File: config.mk
export PLATFORM = sky130hd
export DESIGN_NAME = dram_refresh_ctrl
export DESIGN_NICKNAME = d
export VERILOG_FILES = /design/src/rtl/drf_pkg.sv /design/src/rtl/drf_prescaler.sv /design/src/rtl/drf_counter.sv /design/src/rtl/drf_cycle_fsm.sv /design/src/rtl/dram_refresh_ctrl.sv
export SDC_FILE = /design/constraint.sdc
export NUM_CORES = 1
export LEC_CHECK = 0
export ABC_AREA = 1
export BUFFER_PORTS_ARGS = -buffer_cell sky130_fd_sc_hd__buf_2
export CORE_MARGIN = 2
export CORE_UTILIZATION = 35
export CTS_BUF_LIST = sky130_fd_sc_hd__clkbuf_8 sky130_fd_sc_hd__clkbuf_16
export DETAILED_ROUTE_END_ITERATION = 16
export HOLD_SLACK_MARGIN = 0.06
export PLACE_DENSITY = 0.57
export SYNTH_ARGS = -nofsm -noshare
export SYNTH_HDL_FRONTEND = slang
export SYNTH_SLANG_ARGS = --single-unit
export TNS_END_PERCENT = 5
File: constraint.sdc
create_clock -name clk_i -period 3.2 [get_ports clk_i]
set_input_delay 0.16 -clock clk_i [delete_from_list [all_inputs] [get_ports clk_i]]
set_output_delay 0.16 -clock clk_i [all_outputs]
set_load 0.1 [all_outputs]
File: src/rtl/drf_pkg.sv
package drf_pkg;
  localparam int FIELD_W = 3;
  localparam int PRE_W   = 12;

  typedef enum logic [1:0] {ST_IDLE, ST_CAS, ST_RAS, ST_PRE} cyc_state_e;

  // log2 of the prescaler divisor per select value
  function automatic int sel_shift(input logic [2:0] sel);
    case (sel)
      3'd1: return 2;
      3'd2: return 4;
      3'd3: return 6;
      3'd4: return 8;
      3'd5: return 10;
      3'd6: return 11;
      3'd7: return 12;
      default: return 0;
    endcase
  endfunction
endpackage

File: src/rtl/drf_prescaler.sv
module drf_prescaler
  import drf_pkg::*;
(
  input  logic       clk_i,
  input  logic       rst_ni,
  input  logic [2:0] sel_i,
  output logic       tick_o
);
  logic [PRE_W-1:0] div_q;
  logic [PRE_W-1:0] mask;

  always_ff @(posedge clk_i or negedge rst_ni)
    if (!rst_ni) div_q <= '0;
    else         div_q <= div_q + 1'b1;

  always_comb begin
    mask   = {PRE_W{1'b1}} >> (PRE_W - sel_shift(sel_i));
    tick_o = (sel_i != 3'd0) && ((div_q & mask) == mask);
  end
endmodule

File: src/rtl/drf_counter.sv
module drf_counter #(
  parameter int CNT_W = 16
) (
  input  logic             clk_i,
  input  logic             rst_ni,
  input  logic             tick_i,
  input  logic             active_i,
  input  logic [CNT_W-1:0] cmp_i,
  input  logic             wr_i,
  input  logic [CNT_W-1:0] wdata_i,
  output logic [CNT_W-1:0] cnt_o,
  output logic             match_o
);
  logic [CNT_W-1:0] cnt_q;

  assign match_o = active_i && (cnt_q == cmp_i);
  assign cnt_o   = cnt_q;

  always_ff @(posedge clk_i or negedge rst_ni)
    if (!rst_ni)      cnt_q <= '0;
    else if (wr_i)    cnt_q <= wdata_i;
    else if (match_o) cnt_q <= '0;
    else if (tick_i)  cnt_q <= cnt_q + 1'b1;


  hold_chk: assert property (@(posedge clk_i) disable iff (!rst_ni)
    (!wr_i && !match_o && !tick_i) |=> $stable(cnt_q));

  clear_chk: assert property (@(posedge clk_i) disable iff (!rst_ni)
    (match_o && !wr_i) |=> (cnt_q == '0));

  load_chk: assert property (@(posedge clk_i) disable iff (!rst_ni)
    wr_i |=> (cnt_q == $past(wdata_i)));
endmodule

File: src/rtl/drf_cycle_fsm.sv
module drf_cycle_fsm
  import drf_pkg::*;
(
  input  logic               clk_i,
  input  logic               rst_ni,
  input  logic               start_i,
  input  logic [FIELD_W-1:0] ras_len_i,
  input  logic [FIELD_W-1:0] pre_len_i,
  output logic               ras_no,
  output logic               cas_no,
  output logic               busy_o
);
  cyc_state_e         state_q;
  logic [FIELD_W-1:0] rem_q;

  always_ff @(posedge clk_i or negedge rst_ni)
    if (!rst_ni) begin
      state_q <= ST_IDLE;
      rem_q   <= '0;
    end else begin
      case (state_q)
        ST_IDLE: if (start_i) state_q <= ST_CAS;
        ST_CAS: begin
          state_q <= ST_RAS;
          rem_q   <= ras_len_i;
        end
        ST_RAS:
          if (rem_q == '0) begin
            state_q <= ST_PRE;
            rem_q   <= pre_len_i;
          end else rem_q <= rem_q - 1'b1;
        ST_PRE:
          if (rem_q == '0) state_q <= ST_IDLE;
          else             rem_q   <= rem_q - 1'b1;
        default: state_q <= ST_IDLE;
      endcase
    end

  assign busy_o = (state_q != ST_IDLE);
  assign cas_no = !((state_q == ST_CAS) || (state_q == ST_RAS));
  assign ras_no = (state_q != ST_RAS);


  cas_lead_chk: assert property (@(posedge clk_i) disable iff (!rst_ni)
    $fell(ras_no) |-> (!cas_no && $past(!cas_no)));

  cas_release_chk: assert property (@(posedge clk_i) disable iff (!rst_ni)
    $rose(cas_no) |-> $rose(ras_no));

  no_restart_chk: assert property (@(posedge clk_i) disable iff (!rst_ni)
    start_i |-> (state_q == ST_IDLE));

  pre_busy_chk: assert property (@(posedge clk_i) disable iff (!rst_ni)
    $rose(ras_no) |-> (busy_o && cas_no));
endmodule

File: src/rtl/dram_refresh_ctrl.sv
module dram_refresh_ctrl
  import drf_pkg::*;
#(
  parameter int CNT_W = 16
) (
  input  logic               clk_i,
  input  logic               rst_ni,
  input  logic               self_mode_i,
  input  logic               refresh_en_i,
  input  logic [2:0]         tick_sel_i,
  input  logic [CNT_W-1:0]   cmp_val_i,
  input  logic               cnt_wr_i,
  input  logic [CNT_W-1:0]   cnt_wdata_i,
  input  logic [FIELD_W-1:0] ras_len_i,
  input  logic [FIELD_W-1:0] pre_len_i,
  input  logic               bus_avail_i,
  output logic               pending_o,
  output logic               ras_no,
  output logic               cas_no,
  output logic               busy_o,
  output logic [CNT_W-1:0]   cnt_o
);
  logic tick, match, active, start, pend_q, busy;

  assign active = !self_mode_i && refresh_en_i;

  drf_prescaler u_pre (
    .clk_i (clk_i),
    .rst_ni(rst_ni),
    .sel_i (tick_sel_i),
    .tick_o(tick)
  );

  drf_counter #(.CNT_W(CNT_W)) u_cnt (
    .clk_i   (clk_i),
    .rst_ni  (rst_ni),
    .tick_i  (tick),
    .active_i(active),
    .cmp_i   (cmp_val_i),
    .wr_i    (cnt_wr_i),
    .wdata_i (cnt_wdata_i),
    .cnt_o   (cnt_o),
    .match_o (match)
  );

  assign start = pend_q && bus_avail_i && !busy;

  // a new match outranks the clear at start
  always_ff @(posedge clk_i or negedge rst_ni)
    if (!rst_ni)    pend_q <= 1'b0;
    else if (match) pend_q <= 1'b1;
    else if (start) pend_q <= 1'b0;

  drf_cycle_fsm u_fsm (
    .clk_i    (clk_i),
    .rst_ni   (rst_ni),
    .start_i  (start),
    .ras_len_i(ras_len_i),
    .pre_len_i(pre_len_i),
    .ras_no   (ras_no),
    .cas_no   (cas_no),
    .busy_o   (busy)
  );

  assign busy_o    = busy;
  assign pending_o = pend_q;


  pend_hold_chk: assert property (@(posedge clk_i) disable iff (!rst_ni)
    (pend_q && !start) |=> pend_q);

  pend_set_chk: assert property (@(posedge clk_i) disable iff (!rst_ni)
    match |=> pend_q);

  inactive_chk: assert property (@(posedge clk_i) disable iff (!rst_ni)
    (!active && !pend_q) |=> !pend_q);

  cas_after_start_chk: assert property (@(posedge clk_i) disable iff (!rst_ni)
    start |=> (!cas_no && ras_no));
endmodule

==> summary.txt <==
Status
  – Status: complete, no violations

Critical path
  – CP Class: reg2reg
  – CP Launch Type: flip-flop
  – CP Max Fanout: 18
  – Critical path buffers and inverters: 1
  – Family with the most delay on the worst path: simple AND/OR/NAND/NOR gates
  – CP arrival: 2340 ps
  – CP Capture Type: flip-flop
  – CP peak stage delay: around 470 ps
  – Most used cell, CP: nand2_1
  – Crit path required time: between 3000 and 4000 ps
  – CP cell instances: xor2_1 > nor2_1 > nand2_1 > nor2_2 > nand3_4 > nand2_2 > inv_2 > nand2_4 > nand2_1 > nand2_1
  – Slowest stage cell, crit path: dfrtp_1

Global routing
  – Tot GR Track Use: 0.1622
  – Initial antenna violation count: 0
  – Met1 usage: 0.2258
  – Gr busiest metal: met2
  – Vias in the first global route: approximately 2200
  – Largest net degree at the start of global routing: 35
  – First-pass GRT wire length: just over 10 mm
  – Remaining Overflow, GRT: 0
  – M2 GR Usage: 0.2594
  – Met3 Resource Use GR: 0.02834

Clocking
  – Post-CTS resize count: 0
  – Clock Sink Count: 34
  – H-tree depth: 2
  – Clock Path Buffers: 2
  – CTS root buffer: clkbuf_8
  – CTS tree: yes
  – Num CTS Buffers: 5
  – Setup Buffers After CTS: 0
  – Skew-Pair Late Insertion Delay: about 290 ps
  – Reg clk slew, reported paths: approximately 70 ps

Power
  – Leak pwr: 1.727 nW
  – Power per cell area: ~640 nW/um^2
  – Worst vdd ir: about 0.00024 V
  – Pwr Total: around 2.0 mW

Place
  – Final GP Congestion: 0.8253
  – Dpl hpwl: 4.670 mm
  – PortBufs: 66

Hold path
  – HP Class: in2reg

Logic synthesis
  – Post-synthesis simple-gate area fraction: 0.3773
  – Synthesized area per cell: a little under 7 sq um
  – Distinct cells, synth: 30
  – Post-synthesis sequential area ratio: 0.3319
  – XOR/XNOR share of the synthesized area: 0.1093
  – Synthesized netlist cell count: between 300 and 400
  – Mux cell area share after synthesis: 0
  – Top-count cell post-synth: nand2_1
  – Syn nets: 435
  – #FFs+latches synth: 34
  – Ranking of synthesized cells by area: dfrtp_1, nand2_1, xor2_1
  – Synth Area in Compound Gates: 0.05320
  – Largest area contributor in the netlist: dfrtp_1
  – Adder-cell share of the synthesized area: 0.03904
  – Post-synth EDFFs: 0
  – Post-Syn Area: 2564 sq um
  – Ys flop type: dfrtp_1
  – Main combinational cell family by area after synthesis: simple AND/OR/NAND/NOR gates
  – Yosys Warn Count: 0
  – Share of the synthesized area in the top cell type: 0.3319
  – Synth async-reset ratio: 1.000
  – Post-synth top cells: nand2_1, nand3_1, inv_1

Finish
  – Filler cells: 796
  – Fraction of layout cells with a size suffix above 1: 0.1897
  – N_diodes: 0
  – Area Overhead vs Synth: 20.21%
  – Nets@finish: ~500
  – Finished Core Util: 0.4295

Timing
  – Hold_ws: roughly 160 ps
  – Total negative slack: 0 ps
  – Final setup fails: 0
  – Final critical-path required period: roughly 2100 ps
  – Relative slew margins: 0.4748
  – Hold Violations, Final: 0
  – Worst-Margin Slew: between 700 and 800 ps
  – Slew Viols, Final: 0
  – RSZ-0062 raised after global routing: no
  – Fmax: 0.4733 GHz
  – Tcrit/Tclk final: 0.6603
  – Skew final: just over 4 ps

Route
  – Vias/cell: 4.627
  – DR DRC count: 0
  – Wire per inst: approximately 12 microns
  – Vias post-DR: roughly 2500
  – Total Wirelength: between 6 and 7 mm
  – Final antenna-violating net count: 0
  – Initial DRC Count: 116
  – First-pass DRT Iterations: 5

Run
  – # Max-Cap Violations: 0

Die
  – I/O pins: between 60 and 70
  – Die area: roughly 8000 sq um
  – Rows: 31
  – Core footprint: ~7000 sq um
  – Die height: approximately 90 microns
  – Initial core utilization: 0.3573
  – Die W: ~90 microns
## what timing repair did
action | in CTS | in global routing
hold buffers | 1 | 0
endpoints found under the setup margin | 0 | 0
endpoints found under the hold margin | 34 | 0
## worst reg2reg max path, stage by stage (launching register included)
cell	delay (ps)
dfrtp_1	470
xor2_1	190
nor2_1	210
nand2_1	120
nor2_2	160
nand3_4	230
nand2_2	130
inv_2	170
nand2_4	230
nand2_1	80
nand2_1	60
## per-layer routing
metal / vias up / part of all wire
li1: 1327 / -
met1: 1140 / 0.49
met2: 56 / 0.45
met3: 8 / 0.051
met4: 0 / 0.011
met5: - / 0
## final cells by class
class	instances	area (sq um)	area share
Multi-Input combinational cell	288	1484	0.4815
Clock inverter	2	8.758	0.002842
Inverter	51	191.4	0.06212
Timing Repair Buffer	67	340.3	0.1104
Tap cell	99	123.9	0.04019
Clock buffer	6	82.58	0.02680
Sequential cell	34	850.8	0.2761
## per-stage QoR
stage | setup slack [ps] | area [sq um] | std cells
after floorplan | 925.2 | 2564 | 380
after global placement | 1147 | 2980 | 538
after detailed placement | 1057 | 2980 | 538
after CTS | 1085 | 3082 | 547
after global routing | 902.7 | 3082 | 547
final | 1087 | 3082 | 547
## layout by cell type (no fill, tap or decap), types with 2 or more instances in the layout
cell      count
nand3_1      47
xnor2_1       4
nor2_1       31
clkbuf_8      6
nand2_4       2
inv_2         4
nor3_1       11
o21ai_0      12
inv_1        47
a21oi_1       5
nor2_2        3
buf_2        66
xor2_1       28
ha_1          8
nand4_1       2
dfrtp_1      34
nand2_1     124
## state kept, by name (all words and copies together) (netlist names)
signal and count:
u_fsm.state_q 2, u_pre.div_q 12, u_cnt.cnt_o 16, u_fsm.rem_q 3, pending_o 1
## where the power goes
group          total, mW  leakage, nW  switching, mW  internal [mW]
logic               1.04         1.25          0.797          0.244
clock network      0.338       0.0524          0.168          0.171
registers          0.584        0.426         0.0811          0.503
## worst paths after layout
| path | slack, ps | endpoint | cells past startpoint | from |
|---|---|---|---|---|
| max | 1090 | u_cnt.cnt_o[8] | 10 | u_cnt.cnt_o[6] |
| max in group asynchronous | 2210 | u_fsm.rem_q[2] | 2 | rst_ni |
| max reg2reg | 1090 | u_cnt.cnt_o[8] | 10 | u_cnt.cnt_o[6] |
| min reg2reg | 460 | u_pre.div_q[0] | 1 | u_pre.div_q[0] |
| min in group asynchronous | 490 | u_pre.div_q[3] | 2 | rst_ni |
| min | 160 | u_fsm.rem_q[2] | 3 | ras_len_i[2] |
## kinds of logic after synthesis
family	count (synthesis)
AOI/OAI and AO/OA	24
xor gates and xnor gates	32
adders and majority gates	8
buffers and inverters	58
DFF	34
and+or+nand+nor	224
Note: power is estimated with default switching activity, not from simulation.
